$ cat config.mk
export PLATFORM = sky130hd
export DESIGN_NAME = mouse_pkt_enc
export DESIGN_NICKNAME = d
export VERILOG_FILES = /design/src/rtl/mpe_pkg.sv /design/src/rtl/mpe_encoder.sv /design/src/rtl/mpe_fifo.sv /design/src/rtl/mouse_pkt_enc.sv
export SDC_FILE = /design/constraint.sdc
export NUM_CORES = 2
export LEC_CHECK = 0
export ABC_AREA = 1
export BUFFER_PORTS_ARGS = -buffer_cell sky130_fd_sc_hd__buf_4
export CELL_PAD_IN_SITES_DETAIL_PLACEMENT = 0
export CELL_PAD_IN_SITES_GLOBAL_PLACEMENT = 1
export CORE_MARGIN = 8
export CORE_UTILIZATION = 30
export DETAILED_ROUTE_END_ITERATION = 10
export GPL_ROUTABILITY_DRIVEN = 0
export PLACE_DENSITY_LB_ADDON = 0.25
export SYNTH_ARGS = -nofsm -noshare
export SYNTH_HDL_FRONTEND = slang
export SYNTH_SLANG_ARGS = --single-unit
$ cat constraint.sdc
create_clock -name clk -period 9.35 [get_ports clk]
set_clock_uncertainty 0.05 [all_clocks]
set_input_delay 0.935 -clock clk [delete_from_list [all_inputs] [get_ports clk]]
set_output_delay 0.935 -clock clk [all_outputs]
set_load 0.02 [all_outputs]
$ cat src/rtl/mpe_pkg.sv
package mpe_pkg;
  localparam int PKT_LEN = 5;

  function automatic logic [7:0] mpe_clip(input logic signed [31:0] v);
    if (v > 32'sd127)       return 8'h7F;
    else if (v < -32'sd127) return 8'h81;
    else                    return v[7:0];
  endfunction

  function automatic logic [7:0] mpe_header(input logic [2:0] btn);
    return 8'h87 & ~{5'b0, btn};
  endfunction
endpackage

$ cat src/rtl/mpe_encoder.sv
module mpe_encoder
  import mpe_pkg::*;
#(
  parameter int IN_W = 16
) (
  input  logic                   clk,
  input  logic                   rst_n,
  input  logic                   smp_valid,
  input  logic signed [IN_W-1:0] smp_dx,
  input  logic signed [IN_W-1:0] smp_dy,
  input  logic [2:0]             smp_btn,
  input  logic                   room_ok,
  output logic                   busy,
  output logic                   accept,
  output logic                   push,
  output logic [7:0]             push_byte
);
  localparam int IW = $clog2(PKT_LEN);

  logic [7:0]          pkt_q [PKT_LEN];
  logic [IW-1:0]       idx;
  logic signed [31:0]  dx_w, dy_w;

  assign dx_w   = smp_dx;
  assign dy_w   = smp_dy;
  assign accept = smp_valid && !busy && room_ok;
  assign push      = busy;
  assign push_byte = pkt_q[idx];

  always_ff @(posedge clk or negedge rst_n) begin
    if (!rst_n) begin
      busy <= 1'b0;
      idx  <= '0;
      for (int i = 0; i < PKT_LEN; i++) pkt_q[i] <= 8'h00;
    end else if (accept) begin
      busy     <= 1'b1;
      idx      <= '0;
      pkt_q[0] <= mpe_header(smp_btn);
      pkt_q[1] <= mpe_clip(dx_w);
      pkt_q[2] <= mpe_clip(-dy_w);
      for (int i = 3; i < PKT_LEN; i++) pkt_q[i] <= 8'h00;
    end else if (busy) begin
      if (idx == IW'(PKT_LEN - 1)) begin
        busy <= 1'b0;
        idx  <= '0;
      end else begin
        idx <= idx + 1'b1;
      end
    end
  end
endmodule

$ cat src/rtl/mpe_fifo.sv
module mpe_fifo #(
  parameter int DEPTH = 256,
  localparam int AW = $clog2(DEPTH),
  localparam int CW = $clog2(DEPTH + 1)
) (
  input  logic          clk,
  input  logic          rst_n,
  input  logic          push,
  input  logic [7:0]    push_byte,
  input  logic          pop,
  output logic [7:0]    head,
  output logic          not_empty,
  output logic [CW-1:0] count,
  output logic          do_push,
  output logic          do_pop
);
  logic [7:0]    mem [DEPTH];
  logic [AW-1:0] wptr, rptr;

  assign do_push   = push && (count != CW'(DEPTH));
  assign do_pop    = pop && (count != '0);
  assign not_empty = (count != '0);
  assign head      = not_empty ? mem[rptr] : 8'h00;

  always_ff @(posedge clk) begin
    if (do_push) mem[wptr] <= push_byte;
  end

  always_ff @(posedge clk or negedge rst_n) begin
    if (!rst_n) begin
      wptr  <= '0;
      rptr  <= '0;
      count <= '0;
    end else begin
      if (do_push) wptr <= (wptr == AW'(DEPTH - 1)) ? '0 : wptr + 1'b1;
      if (do_pop)  rptr <= (rptr == AW'(DEPTH - 1)) ? '0 : rptr + 1'b1;
      case ({do_push, do_pop})
        2'b10:   count <= count + 1'b1;
        2'b01:   count <= count - 1'b1;
        default: count <= count;
      endcase
    end
  end
endmodule

$ cat src/rtl/mouse_pkt_enc.sv
module mouse_pkt_enc
  import mpe_pkg::*;
#(
  parameter int IN_W  = 16,
  parameter int DEPTH = 256
) (
  input  logic                   clk,
  input  logic                   rst_n,
  input  logic                   smp_valid,
  input  logic signed [IN_W-1:0] smp_dx,
  input  logic signed [IN_W-1:0] smp_dy,
  input  logic [2:0]             smp_btn,
  output logic                   busy,
  input  logic                   rd_pop,
  output logic [7:0]             rd_data,
  output logic                   rx_avail
);
  localparam int CW = $clog2(DEPTH + 1);

  // named internal events for the checker
  logic          ev_accept, ev_push, ev_do_push, ev_do_pop, room_ok;
  logic [7:0]    ev_push_byte;
  logic [CW-1:0] q_count;

  assign room_ok = (q_count <= CW'(DEPTH - PKT_LEN));

  mpe_encoder #(.IN_W(IN_W)) u_enc (
    .clk(clk), .rst_n(rst_n), .smp_valid(smp_valid),
    .smp_dx(smp_dx), .smp_dy(smp_dy), .smp_btn(smp_btn),
    .room_ok(room_ok), .busy(busy), .accept(ev_accept),
    .push(ev_push), .push_byte(ev_push_byte)
  );

  mpe_fifo #(.DEPTH(DEPTH)) u_fifo (
    .clk(clk), .rst_n(rst_n), .push(ev_push), .push_byte(ev_push_byte),
    .pop(rd_pop), .head(rd_data), .not_empty(rx_avail), .count(q_count),
    .do_push(ev_do_push), .do_pop(ev_do_pop)
  );
endmodule

Word level (Yosys, flattened, before mapping) --
Memory sizes are Yosys's and may differ from the RTL's. Cells that the tools add are included.
Word-level totals: RAM bits 2048, output and inout port bits 10, input bits 39, memories 1, flip-flop bits (word level) 49, logic and storage cells 56
Operators by class: magnitude comparators 6, add/subtract/negate cells 6, bitwise operators 2, reduce and logical (&&, ||, !) cells 8, equality and inequality tests 6, multiplexer cells 19
Memories:
- u_fifo.mem | depth 256, width 8, read ports 1, clocked after memory_dff 0, wr ports 1, RTL line mpe_fifo.sv:17 | logic [7:0] mem [DEPTH];
Operators by type and width (count):
- $mux W8 | 9
- $gt A32 B8 Y1 const B | 1
- $lt A32 B8 Y1 const B | 1
- $neg A16 Y32 | 1
- $bmux W8 S3 | 1
- $pmux W9 S2 | 1
- $add A8 B1 Y8 const B | 2
- $eq A8 B8 Y1 const B | 2
- $gt A16 B8 Y1 const B | 1
- $lt A16 B8 Y1 const B | 1
- $add A9 B1 Y9 const B | 1
- $le A9 B8 Y1 const B | 1
- $mux W3 | 3
- $ne A9 B9 Y1 const B | 1
- $reduce_bool A9 Y1 | 1
- $sub A9 B1 Y9 const B | 1
- $not A3 Y8 | 1
- $mux W1 | 5
- $ge A4 B4 Y1 const B | 1
- $logic_and A1 B1 Y1 | 4
- $not A3 Y4 | 1
- $reduce_bool A2 Y1 | 2
- $add A3 B1 Y3 const B | 1
- $eq A3 B3 Y1 const B | 1
- 3 further kinds | 3

Logic depth before layout (Yosys ltp) --
depth after elaboration 4, depth in mapped cells 20, depth with buffers taken out 19

Modules after synthesis --
From an unflattened synthesis, not the netlist that was laid out.
Second synthesis, totals: cell total of the unflattened synthesis 8573, area total of the unflattened synthesis 90105.2 um2
Modules (own cells, without submodules):
- mpe_fifo | times used 1, sequential area each 62124.6 um2, cells an instance 8294, area an instance 88255.9 um2
- mpe_encoder | times used 1, sequential area each 600.6 um2, cells an instance 273, area an instance 1825.5 um2
- mouse_pkt_enc | times used 1, sequential area each 0.0 um2, cells an instance 6, area an instance 23.8 um2

Worst setup path after synthesis --
OpenSTA, ideal clock, no wires.
path type flip-flop to flip-flop, from register u_enc.idx[1], to memory u_fifo.mem[0][0], data pin, clock period less this slack 9461 ps, required time 7726 ps, stages on the path, launching flop included 5, setup slack -111 ps, library setup time 1574 ps, path buffers 0, arrival 7837 ps, cell sequence dfrtp_1 clkinv_1 nor2_1 nand2_1 a21oi_1
On the way: word-level cells in the longest chain between the ends 4
RTL lines:
- from (decl) | RTL line mpe_encoder.sv:21 | logic [IW-1:0] idx;
- from (signal assigned) | RTL line mpe_encoder.sv:47 | idx <= idx + 1'b1;
- $not A3 Y4 (not written as such) | RTL line mpe_encoder.sv:28 | assign push_byte = pkt_q[idx];
- $bmux W8 S3 | RTL line mpe_encoder.sv:28
- $mux W8 (not written as such) (2 in a row) | RTL line mpe_encoder.sv:28
- named net ev_push_byte[0] | RTL line mouse_pkt_enc.sv:22 | logic [7:0] ev_push_byte;
- to (decl) | RTL line mpe_fifo.sv:17
The timed path passes the listed nets, and every way through them passes these cells. The select of a mux whose other input is x is not followed.

Worst setup path in the final report --
from register u_fifo.rptr[0], to output rd_data[7]
On the way: word-level cells in the longest chain between the ends 2
RTL lines:
- from (decl) | RTL line mpe_fifo.sv:18 | logic [AW-1:0] wptr, rptr;
- from (signal assigned) | RTL line mpe_fifo.sv:36 | if (do_pop) rptr <= (rptr == AW'(DEPTH - 1)) ? '0 : rptr + 1'b1;
- $mem_v2 Z256 W8
- $mux W8 | RTL line mpe_fifo.sv:23 | assign head = not_empty ? mem[rptr] : 8'h00;
- to (decl) | RTL line mouse_pkt_enc.sv:15 | output logic [7:0] rd_data,
Every way passes these cells.

==> flow_summary.toml <==
[timing]
finalCriticalPeriod_ns = 6.69
worst-slew-pin-transition_ns = 1.30
timing.final.crit_share_pct = 71.5
drv_slew = 0
timing.hold.ws_ns = 0.0906
report.final.setup_viol = 0
hold_viol_final = 0
rsz0062_at_grt = "false"
final_worst_setup_slack_ns = 2.66
max-slew-margin-rel_pct = 13.4
max_clock_freq_mhz = 150

[final_layout]
final_util_pct = 33.8
nNetsFinal = 8530
most_used_cells_in_the_layout_excluding_fill_and_tap_cells = "2471 x nand2_1, 2048 x edfxtp_1, 1153 x nor2_1, 806 x inv_1, 797 x nand3_1"
mostFrequentLayoutCell = "nand2_1"
fill_cells = 30100
layout-drive-gt1-share_pct = 5.84
area_growth_syn_to_layout_pct = 12.4

[worst_setup_path]
worstPathRequired_ns = 8.37
cp_slowest_cell = "dfrtp_4"
timing.critical_path.max_delay_family = "buffers and inverters"
critPathCaptureType = "primary output"
critPathLaunch = "u_fifo.rptr[0]"
worst_reg2reg_startpoint = "u_fifo.count[2]"
critPathArrivalTime_ns = 5.70
path_cells = "inv_16 > buf_4 > nand2_1 > nand2_1 > nand2_1 > nand2_1 > nand2_1 > nand2_1 > inv_1 > a21oi_1 > nor2_1 > nand2_1 > nand3_1 > a21oi_1 > buf_4"
critPathMostFrequentCell = "nand2_1"
critPathMaxFanout = 192
critical_path.startpoint_type = "register"
crit_path_max_cell_delay_ns = 0.69
critical_path_buf_inv_count = 4
worstSetupPathType = "register to primary output"

[yosys]
yosys.cell_types.count = 35
cell_count_after_synthesis = 8557
top_area_cell_type_share_of_the_netlist_area_pct = 68.4
mean_instance_size_in_the_synthesized_netlist_um2 = 10.5
yosys.area.top_type = "edfxtp_1"
synthTopCellsByArea = "edfxtp_1 68%, nand2_1 10%, nor2_1 4.8%, nand3_1 4.5%, inv_1 3.4%"
ys_seq_area_share_pct = 69.7
summed_instance_area_of_the_synthesized_netlist_um2 = 90000
synthesis.nets = 8615
register_bit_count_reported_by_yosys = 2097
number_of_warning_messages_in_the_yosys_log = 0

[clock_tree]
clock_latency_ns = 0.91
clk_transition_reported_paths_ns = 0.06
numCtsBuffers = 231
clk_root_buffer_cell = "clkbuf_16"
clk_path_buf_depth = 4
cts-resized-gates = 0
cts-htree-levels = 4
hold_buffers = 0
cts_tree = "yes"
cts.sinks = 2097
postCtsSetupBuffers = 0

[placement]
dp_hpwl_um = 160000
placement.setup.worst_slack_ns = 3.49
placement.io_buffers = 48

[floorplan]
horizontal_die_dimension_um = 564
dieArea_um2 = 318000
die-height_um = 564
core-area_um2 = 299000
cell_rows = 201
ioPinCount = 49
floorplan.initialDensity_pct = 30.1

[power]
power.static_leakage_nw = 38.6
cellPowerDensity_nw_per_um2 = 319
irDropWorstVdd_mv = 0.398

[detailed_routing]
wl_um = 282000
drtPass1Iterations = 8
drtAntennaViolNets = 0
initialDrtViolationCount = 5218
routedWlPerCell_um = 22.4
routed-via-count = 59700
route.detailed.drc = 0
avgViaCountPerCell = 4.73

[global_routing]
grt_antenna_before_repair = 11
track_usage_pct = 17.3
largest_net_degree_at_the_start_of_global_routing = 193
global_route.overflow_total = 0
grt_first_pass_wirelength_um = 414000
grt_pass1_vias = 59200

[status]
outcome = "complete, no violations"

[worst_hold_path]
min_path_type = "input port to asynchronous set/reset pin"

[run]
maxCapViolCount = 0
## stage by stage
stage / setup TNS [ns] / cells / instance area (um2) / total power (W)
floorplan: -15.99 / 8557 / 90000 / 0.0190
global placement: 0 / 12200 / 94100 / 0.0239
detailed placement: 0 / 12200 / 94100 / 0.0239
CTS: 0 / 12600 / 101000 / 0.0326
global route: 0 / 12600 / 101000 / 0.0337
finish: 0 / 12600 / 101000 / 0.0322
## power by group
part / leakage [nW] / switching (W) / internal [W] / total [W]
Combinational: 15.8 / 0.00862 / 0.00219 / 0.0108
Sequential: 19.3 / 0.000209 / 0.0124 / 0.0126
Clock: 3.44 / 0.00383 / 0.00494 / 0.00877
Total: 38.6 / 0.0127 / 0.0196 / 0.0322
## flip-flops by register name, summed over array words and instances, names as in the netlist
name / cells
u_enc.idx: 3
u_fifo.wptr: 8
u_fifo.count: 9
u_fifo.rptr: 8
u_enc.busy: 1
u_enc.pkt_q: 20
u_fifo.mem: 2048
## layer usage
layer	vias up	GRT usage (%)	wire length, um
met4	2	4.50	7610
met1	29700	24.2	130000
li1	28200	-	-
met5	-	0	12
met3	395	2.31	13200
met2	1357	28.4	132000
## final timing paths
| check | depth (start not counted) | slack [ns] | endpoint |
|---|---|---|---|
| min | 1 | 0.09 | u_fifo.count[2] |
| max in group asynchronous | 1 | 8.51 | u_fifo.rptr[1] |
| min in group clk | 2 | 0.22 | u_enc.pkt_q[33] |
| max reg2reg | 9 | 5.24 | u_fifo.mem[6][2] |
| min reg2reg | 2 | 0.41 | u_enc.pkt_q[39] |
| max | 15 | 2.66 | rd_data[7] |
## synthesized netlist by cell type, drive strengths merged
cell type,number
a21boi,1
a21oi,120
a31oi,1
and3,5
buf,324
clkbuf,144
clkinv,5
dfrtp,49
edfxtp,2048
fa,1
ha,18
inv,813
nand2,2473
nand3,803
nand3b,2
nand4,18
nor2,1155
nor3,4
nor4,5
o211ai,57
o21a,1
o21ai,463
o22ai,4
o41ai,1
or2,25
xnor2,3
xor2,14
## layout make-up
cell class	count	area (um2)	share of cell area (%)
Clock buffer	296	6070	6.00
Sequential cell	2097	62700	62.0
Multi-Input combinational cell	5174	22000	21.7
Antenna cell	2	5.00	0.00495
Clock inverter	115	981	0.970
Timing Repair Buffer	150	1330	1.31
Tap cell	3958	4950	4.90
Inverter	818	3110	3.07
## cells by family after synthesis
kind of cell	share of synthesized area, %
XOR/XNOR	0.166
AND/OR/NAND/NOR	20.0
flip-flops	69.7
AO/OA/AOI/OAI	3.78
adder cells (fa/ha/maj)	0.273
buffers and inverters	6.05
Power figures use the tool's default switching activity.
